**config.mk**
```make
export PLATFORM = sky130hd
export DESIGN_NAME = nested_irq_ctrl
export DESIGN_NICKNAME = d
export VERILOG_FILES = /design/src/rtl/irq_ctrl_pkg.sv /design/src/rtl/irq_arbiter.sv /design/src/rtl/irq_svc_tracker.sv /design/src/rtl/irq_call_seq.sv /design/src/rtl/nested_irq_ctrl.sv
export SDC_FILE = /design/constraint.sdc
export NUM_CORES = 1
export LEC_CHECK = 0
export ABC_AREA = 1
export CAP_MARGIN = 20
export CELL_PAD_IN_SITES_DETAIL_PLACEMENT = 0
export CELL_PAD_IN_SITES_GLOBAL_PLACEMENT = 2
export CORE_AREA = 2 2 128 105
export CTS_BUF_LIST = sky130_fd_sc_hd__clkbuf_16
export CTS_CLUSTER_SIZE = 28
export DETAILED_ROUTE_END_ITERATION = 10
export DIE_AREA = 0 0 130 107
export GPL_TIMING_DRIVEN = 0
export PLACE_DENSITY = 0.83
export SYNTH_ARGS = -nofsm -noshare
export SYNTH_HDL_FRONTEND = slang
export SYNTH_SLANG_ARGS = --single-unit
```
**constraint.sdc**
```tcl
create_clock -name clk_i -period 1.15 [get_ports clk_i]
set_input_delay 0.1725 -clock clk_i [delete_from_list [all_inputs] [get_ports clk_i]]
set_output_delay 0.1725 -clock clk_i [all_outputs]
set_load 0.05 [all_outputs]
```
**src/rtl/irq_ctrl_pkg.sv**
```systemverilog
`timescale 1ns/1ps
package irq_ctrl_pkg;
  typedef enum logic {
    CS_IDLE = 1'b0,
    CS_CALL = 1'b1
  } call_state_e;

  localparam int unsigned LVL_LO = 0;
  localparam int unsigned LVL_HI = 1;
endpackage

```
**src/rtl/irq_arbiter.sv**
```systemverilog
`timescale 1ns/1ps
module irq_arbiter #(
  parameter int unsigned N_SRC       = 22,
  parameter int unsigned ID_W        = 5,
  parameter int unsigned UNUSED_SLOT = 20
) (
  input  logic [N_SRC-1:0] pend_i,
  input  logic [N_SRC-1:0] en_i,
  input  logic [N_SRC-1:0] prio_i,
  input  logic             gie_i,
  output logic             win_valid_o,
  output logic             win_hi_o,
  output logic [ID_W-1:0]  win_id_o
);
  import irq_ctrl_pkg::*;

  localparam logic [N_SRC-1:0] UNUSED_MASK = N_SRC'(1) << UNUSED_SLOT;

  logic [N_SRC-1:0]         elig;
  logic [1:0]               lvl_hit;
  logic [1:0][ID_W-1:0]     lvl_id;

  assign elig = pend_i & en_i & {N_SRC{gie_i}} & ~UNUSED_MASK;

  // one fixed-order encoder per level
  for (genvar l = 0; l < 2; l++) begin : g_lvl
    logic [N_SRC-1:0] grp;
    logic             hit_l;
    logic [ID_W-1:0]  id_l;

    assign grp = elig & ((l == LVL_HI) ? prio_i : ~prio_i);

    always_comb begin
      hit_l = |grp;
      id_l  = '0;
      for (int i = N_SRC - 1; i >= 0; i--) begin
        if (grp[i]) id_l = ID_W'(i);
      end
    end

    assign lvl_hit[l] = hit_l;
    assign lvl_id[l]  = id_l;
  end

  assign win_valid_o = |lvl_hit;
  assign win_hi_o    = lvl_hit[LVL_HI];
  assign win_id_o    = lvl_hit[LVL_HI] ? lvl_id[LVL_HI] : lvl_id[LVL_LO];

  // the winner is an eligible, attached source
  always_comb begin
    if (win_valid_o) begin
      a_r2_win_eligible: assert (elig[win_id_o] && (win_id_o != ID_W'(UNUSED_SLOT)));
    end
  end
endmodule

```
**src/rtl/irq_svc_tracker.sv**
```systemverilog
`timescale 1ns/1ps
module irq_svc_tracker (
  input  logic       clk_i,
  input  logic       rst_ni,
  input  logic       set_i,
  input  logic       set_hi_i,
  input  logic       ret_i,
  output logic [1:0] in_svc_o
);
  import irq_ctrl_pkg::*;

  logic [1:0] svc_q, svc_d;

  always_comb begin
    svc_d = svc_q;
    if (ret_i) begin
      if (svc_d[LVL_HI]) svc_d[LVL_HI] = 1'b0;
      else               svc_d[LVL_LO] = 1'b0;
    end
    if (set_i) begin
      if (set_hi_i) svc_d[LVL_HI] = 1'b1;
      else          svc_d[LVL_LO] = 1'b1;
    end
  end

  always_ff @(posedge clk_i or negedge rst_ni) begin
    if (!rst_ni) svc_q <= '0;
    else         svc_q <= svc_d;
  end

  assign in_svc_o = svc_q;

  a_r8_ret_hi_first: assert property (@(posedge clk_i) disable iff (!rst_ni)
    (ret_i && !set_i && svc_q[1]) |=> (svc_q == {1'b0, $past(svc_q[0])}));

  a_r8_ret_lo: assert property (@(posedge clk_i) disable iff (!rst_ni)
    (ret_i && !set_i && svc_q == 2'b01) |=> (svc_q == 2'b00));

  a_r5_hi_set_by_grant: assert property (@(posedge clk_i) disable iff (!rst_ni)
    $rose(svc_q[1]) |-> ($past(set_i) && $past(set_hi_i)));
endmodule

```
**src/rtl/irq_call_seq.sv**
```systemverilog
`timescale 1ns/1ps
module irq_call_seq #(
  parameter int unsigned ID_W     = 5,
  parameter int unsigned CALL_CYC = 4
) (
  input  logic            clk_i,
  input  logic            rst_ni,
  input  logic            cand_valid_i,
  input  logic            cand_hi_i,
  input  logic [ID_W-1:0] cand_id_i,
  input  logic [1:0]      in_svc_i,
  input  logic            insn_done_i,
  input  logic            reti_i,
  input  logic            stall_i,
  output logic            req_o,
  output logic            req_hi_o,
  output logic [ID_W-1:0] req_id_o,
  output logic            grant_o
);
  import irq_ctrl_pkg::*;

  localparam int unsigned CNT_W = (CALL_CYC > 1) ? $clog2(CALL_CYC) : 1;

  call_state_e      state_q;
  logic [CNT_W-1:0] cnt_q;
  logic             hi_q;
  logic [ID_W-1:0]  id_q;
  logic             allow, take, last;

  // high may nest over low only; low needs an idle core
  assign allow = cand_hi_i ? !in_svc_i[LVL_HI] : (in_svc_i == 2'b00);
  assign take  = (state_q == CS_IDLE) && cand_valid_i && allow &&
                 insn_done_i && !reti_i && !stall_i;
  assign last  = (state_q == CS_CALL) && (cnt_q == CNT_W'(CALL_CYC - 1));

  always_ff @(posedge clk_i or negedge rst_ni) begin
    if (!rst_ni) begin
      state_q <= CS_IDLE;
      cnt_q   <= '0;
      hi_q    <= 1'b0;
      id_q    <= '0;
    end else if (take) begin
      state_q <= CS_CALL;
      cnt_q   <= '0;
      hi_q    <= cand_hi_i;
      id_q    <= cand_id_i;
    end else if (last) begin
      state_q <= CS_IDLE;
    end else if (state_q == CS_CALL) begin
      cnt_q   <= cnt_q + CNT_W'(1);
    end
  end

  assign req_o    = (state_q == CS_CALL);
  assign req_hi_o = hi_q;
  assign req_id_o = id_q;
  assign grant_o  = last;

  a_r7_no_take_over_hi: assert property (@(posedge clk_i) disable iff (!rst_ni)
    $rose(req_o) |-> !$past(in_svc_i[1]));

  a_r7_lo_needs_idle: assert property (@(posedge clk_i) disable iff (!rst_ni)
    ($rose(req_o) && !req_hi_o) |-> ($past(in_svc_i) == 2'b00));

  a_r9_take_on_boundary: assert property (@(posedge clk_i) disable iff (!rst_ni)
    $rose(req_o) |-> ($past(insn_done_i) && !$past(reti_i)));

  a_r10_no_take_in_stall: assert property (@(posedge clk_i) disable iff (!rst_ni)
    $rose(req_o) |-> !$past(stall_i));

  a_r5_gap_after_grant: assert property (@(posedge clk_i) disable iff (!rst_ni)
    grant_o |=> !req_o);

  a_r5_req_held: assert property (@(posedge clk_i) disable iff (!rst_ni)
    (req_o && !grant_o) |=> (req_o && $stable(req_id_o)));
endmodule

```
**src/rtl/nested_irq_ctrl.sv**
```systemverilog
`timescale 1ns/1ps
module nested_irq_ctrl #(
  parameter int unsigned N_SRC       = 22,
  parameter int unsigned UNUSED_SLOT = 20,
  parameter int unsigned CALL_CYC    = 4,
  parameter int unsigned VEC_W       = 16,
  parameter int unsigned VEC_BASE    = 3,
  parameter int unsigned VEC_STEP    = 8,
  localparam int unsigned ID_W       = $clog2(N_SRC)
) (
  input  logic             clk_i,
  input  logic             rst_ni,
  input  logic [N_SRC-1:0] pend_i,
  input  logic [N_SRC-1:0] en_i,
  input  logic [N_SRC-1:0] prio_i,
  input  logic             gie_i,
  input  logic             insn_done_i,
  input  logic             reti_i,
  input  logic             stall_i,
  output logic             req_o,
  output logic             req_hi_o,
  output logic [ID_W-1:0]  req_id_o,
  output logic [VEC_W-1:0] req_vec_o,
  output logic [N_SRC-1:0] ack_o,
  output logic [1:0]       in_svc_o
);
  logic            win_valid, win_hi;
  logic [ID_W-1:0] win_id;
  logic            cand_valid_q, cand_hi_q;
  logic [ID_W-1:0] cand_id_q;
  logic            grant;

  irq_arbiter #(
    .N_SRC      (N_SRC),
    .ID_W       (ID_W),
    .UNUSED_SLOT(UNUSED_SLOT)
  ) i_arb (
    .pend_i     (pend_i),
    .en_i       (en_i),
    .prio_i     (prio_i),
    .gie_i      (gie_i),
    .win_valid_o(win_valid),
    .win_hi_o   (win_hi),
    .win_id_o   (win_id)
  );

  // detection stage: winner sampled every cycle
  always_ff @(posedge clk_i or negedge rst_ni) begin
    if (!rst_ni) begin
      cand_valid_q <= 1'b0;
      cand_hi_q    <= 1'b0;
      cand_id_q    <= '0;
    end else begin
      cand_valid_q <= win_valid;
      cand_hi_q    <= win_hi;
      cand_id_q    <= win_id;
    end
  end

  irq_call_seq #(
    .ID_W    (ID_W),
    .CALL_CYC(CALL_CYC)
  ) i_seq (
    .clk_i       (clk_i),
    .rst_ni      (rst_ni),
    .cand_valid_i(cand_valid_q),
    .cand_hi_i   (cand_hi_q),
    .cand_id_i   (cand_id_q),
    .in_svc_i    (in_svc_o),
    .insn_done_i (insn_done_i),
    .reti_i      (reti_i),
    .stall_i     (stall_i),
    .req_o       (req_o),
    .req_hi_o    (req_hi_o),
    .req_id_o    (req_id_o),
    .grant_o     (grant)
  );

  irq_svc_tracker i_svc (
    .clk_i   (clk_i),
    .rst_ni  (rst_ni),
    .set_i   (grant),
    .set_hi_i(req_hi_o),
    .ret_i   (reti_i),
    .in_svc_o(in_svc_o)
  );

  assign req_vec_o = VEC_W'(VEC_BASE) + VEC_W'(VEC_STEP) * VEC_W'(req_id_o);
  assign ack_o     = grant ? (N_SRC'(1) << req_id_o) : '0;

  a_r5_ack_onehot: assert property (@(posedge clk_i) disable iff (!rst_ni)
    $onehot0(ack_o));

  a_r2_no_unused_call: assert property (@(posedge clk_i) disable iff (!rst_ni)
    req_o |-> (req_id_o != ID_W'(UNUSED_SLOT)));

  a_r5_ack_inside_call: assert property (@(posedge clk_i) disable iff (!rst_ni)
    (ack_o != '0) |-> req_o);
endmodule

```
==> results.md <==
* Worst clock skew at 0.004494 ns
* Status: complete, but fails checks
* Root Buffer: clkbuf_16
* Critical path's slowest cell: dfrtp_1
* Post-synthesis mux area share at 0%
* CP arrival at 1.49 ns
* Vias/cell at 3.725
* Max Cap Violations at 0
* Hold-fix buffers, CTS at 0
* Final min period at 1.667 ns
* Area grow syn2layout at 114.0%
* Total Nets Final at 561
* Psw at 2.796 mW
* Clk sinks at 18
* Total power per unit cell area at 1287 mW/mm²
* Compound-cell area share of the yosys netlist at 5.636%
* Yosys cell types at 30
* Least-Margin Pin Slew at 0.7871 ns
* Die Ht at 107 µm
* Layout cells sized above 1 at 47.64%
* Global-route wire length before repair at 10.54 mm
* Share of the synthesized area in the top cell type at 22.54%
* Worst Path Buf+Inv at 2
* Min Hold Slack at 0.3890 ns
* Non-filler instance count after layout at 662
* WL/cell at 9.896 µm
* Dpl cell area at 0.003551 mm²
* Die ar. at 0.01391 mm²
* Worst-path clk slew at 0.05 ns
* Clk_lat worst skew at 0.24 ns
* DRC at 0
* Post-Route WL at 6.551 mm
* Grt total ovfl at 0
* Initial antenna violation count at 0
* Antenna Cells at 0
* Rows at 37
* Synth area leader: dfrtp_1
* Fin. Hold Viols at 0
* Dpl cells at 619
* Initial DRT Pass Iterations at 4
* Clock network fraction of total power at 12.3%
* Internal power at 2.704 mW
* Mean Syn Cell Area at 6.019 µm²
* Crit path launch: i_seq.cnt_q[1]$_DFFE_PN0P_
* Synth Register Bits at 18
* Slew Limit Fails at 0
* Place WS at -1.044 ns
* Combinational Power Share at 66.0%
* Number of buffers created by CTS at 3
* Initial core utilization at 15.81%
* DIE WIDTH at 130 µm
* CP Cell Sequence: ha_4 > nand2_4 > inv_6 > nand3_4 > nor2_4 > buf_8
* Critical path endpoint category: output pin
* CTS tree: done
* Crit path max-delay family: simple AND/OR/NAND/NOR gates
* CP max stage delay at 0.40 ns
* Largest net degree at the start of global routing at 19
* Slack of the critical path at -0.5171 ns
* Top cells by area, synth: dfrtp_1 (23%), nand2_1 (15%), inv_1 (12%), nor2_1 (11%), nand3_1 (7.8%)
* CP Launch Type: register
* Violated checks: setup timing
* H-tree levels at 1
* Vias in the first global route at 2346
* Final setup TNS at -13.06 ns
* Worst Path Required at 0.98 ns
* Static leakage at 1.965 nW
* Switching Share at 50.83%
* Antenna-violating nets left at 0
* Register area share after synthesis at 22.54%
* CTS Buffer Depth at 2
* Core region area at 0.01264 mm²
* CP max FO at 8
* Gr usage total at 9.184%
* Final setup fails at 37
* Max Fclk at 599.9 MHz
* Final Instance Area at 0.004275 mm²
* 1st-iter DRT viols at 33
* RSZ-0062 raised after global routing: true
* Simple-gate share of the synthesized area at 50.09%
* Crit Reg-Reg Startpoint: i_seq.req_o$_DFFE_PN0P_
* XOR/XNOR share of the synthesized area at 0%
* Final core utilization at 33.83%
* Final Power at 5.500 mW
* Worst hold path type: input port to async pin
* Yosys warnings at 0
* Mapped cell area at 0.001998 mm²
* Power share of the sequential group at 21.7%
* Port-buffer cells at 103
* Post-DP HPWL at 5.285 mm
* Routability cong. at 0.7394
* Max rail drop VDD at 0.8799 mV
* Max_slew headroom at 47.36%
* Synthesized instance count at 332
* Largest family of logic cells by synthesized area: simple AND/OR/NAND/NOR gates
* Synth Area in Adders at 0.6262%
* CP Class: register to output pin
* I/O pin count at 119
* Period utilization at 145.0%
* Via count at 2466
==> per-layer routing <==
metal | vias to the layer above | GRT usage, % | share of wire [%]
li1 | 1309 | - | -
met4 | 0 | 0.9217 | 0.37
met3 | 2 | 1.397 | 5.2
met2 | 72 | 16.27 | 48
met1 | 1083 | 12.15 | 47
met5 | - | 0 | 0
==> sequential cells by signal (all words and copies together), names as in the netlist <==
signal          cells
i_seq.req_id_o      5
i_seq.cnt_q         2
cand_hi_q           1
i_svc.in_svc_o      2
cand_valid_q        1
cand_id_q           5
i_seq.req_o         1
i_seq.req_hi_o      1
==> cell type report <==
cell class,count,area [µm²]
clock buffers,3,75.07
clock inverters,1,3.754
well taps,175,219.0
repair buffers,142,1343
inverters,67,265.3
flip-flops and latches,18,460.4
repair inverters,1,7.507
plain buffers,18,180.2
fillers,1365,8363
multi-input cells,237,1722
==> power by group through the flow <==
stage	combinational, mW	clock, mW	sequential, mW
after floorplan	1.69	0	1.62
after global placement	3.12	0	1.16
after detailed placement	3.14	0	1.17
after CTS	3.37	0.692	1.15
after global routing	3.89	0.722	1.24
final	3.63	0.677	1.19
==> synthesized netlist by cell type, drive strengths merged <==
master and number:
nand2 81, nor2 71, inv 66, nand3 39, buf 19, dfrtp 18
o21ai 11, nand4 8, nor4 4, a31oi 2, conb 2, nor3 2
a211oi 1, a21boi 1, a21oi 1, a31o 1, clkinv 1, ha 1
o21bai 1, o32ai 1, or2 1
==> timing repair <==
| item | CTS | global route |
|---|---|---|
| resized for setup | 388 | 44 |
| buffers inserted | 36 | 4 |
| endpoints found under the setup margin | 43 | 44 |
| pin swaps | 77 | 33 |
| gates cloned | 2 | 1 |
==> final timing paths <==
| check | end | slack, ns | cells past startpoint |
|---|---|---|---|
| setup / recovery | ack_o[1] | -0.52 | 6 |
| hold / removal | i_svc.in_svc_o[1]$_DFF_PN0_ | 0.39 | 1 |
| setup reg to reg | i_seq.req_id_o[4]$_DFFE_PN0P_ | -0.06 | 5 |
| hold reg to reg | i_seq.req_id_o[3]$_DFFE_PN0P_ | 0.46 | 2 |
| max in group asynchronous | i_seq.req_id_o[0]$_DFFE_PN0P_ | 0.22 | 1 |
| min in group clk_i | i_seq.req_id_o[3]$_DFFE_PN0P_ | 0.46 | 2 |
==> placed cells by master, fill, tap and decap left out, drive strengths merged <==
cell           instances
clkdlybuf4s15          4
clkinv                 1
nand3                 39
a211oi                 1
clkbuf                 4
or2                    1
o32ai                  1
dlygate4sd2           42
clkinvlp               2
nand2                 81
ha                     1
clkdlybuf4s50         13
conb                  11
dfrtp                 18
o21bai                 1
o21ai                 11
a31oi                  2
buf                  100
a21oi                  1
a21boi                 1
nand4                  8
nor3                   2
inv                   66
a31o                   1
nor4                   4
nor2                  71
==> cell families (layout without fill, tap and decap cells) <==
logic type / after synthesis / count (layout)
and+or+nand+nor: 206 / 206
buffers and inverters: 86 / 232
AOI/OAI and AO/OA: 19 / 19
DFF: 18 / 18
other: 2 / 11
adders and majority gates: 1 / 1
No activity file was read; power rests on OpenSTA's default activity.
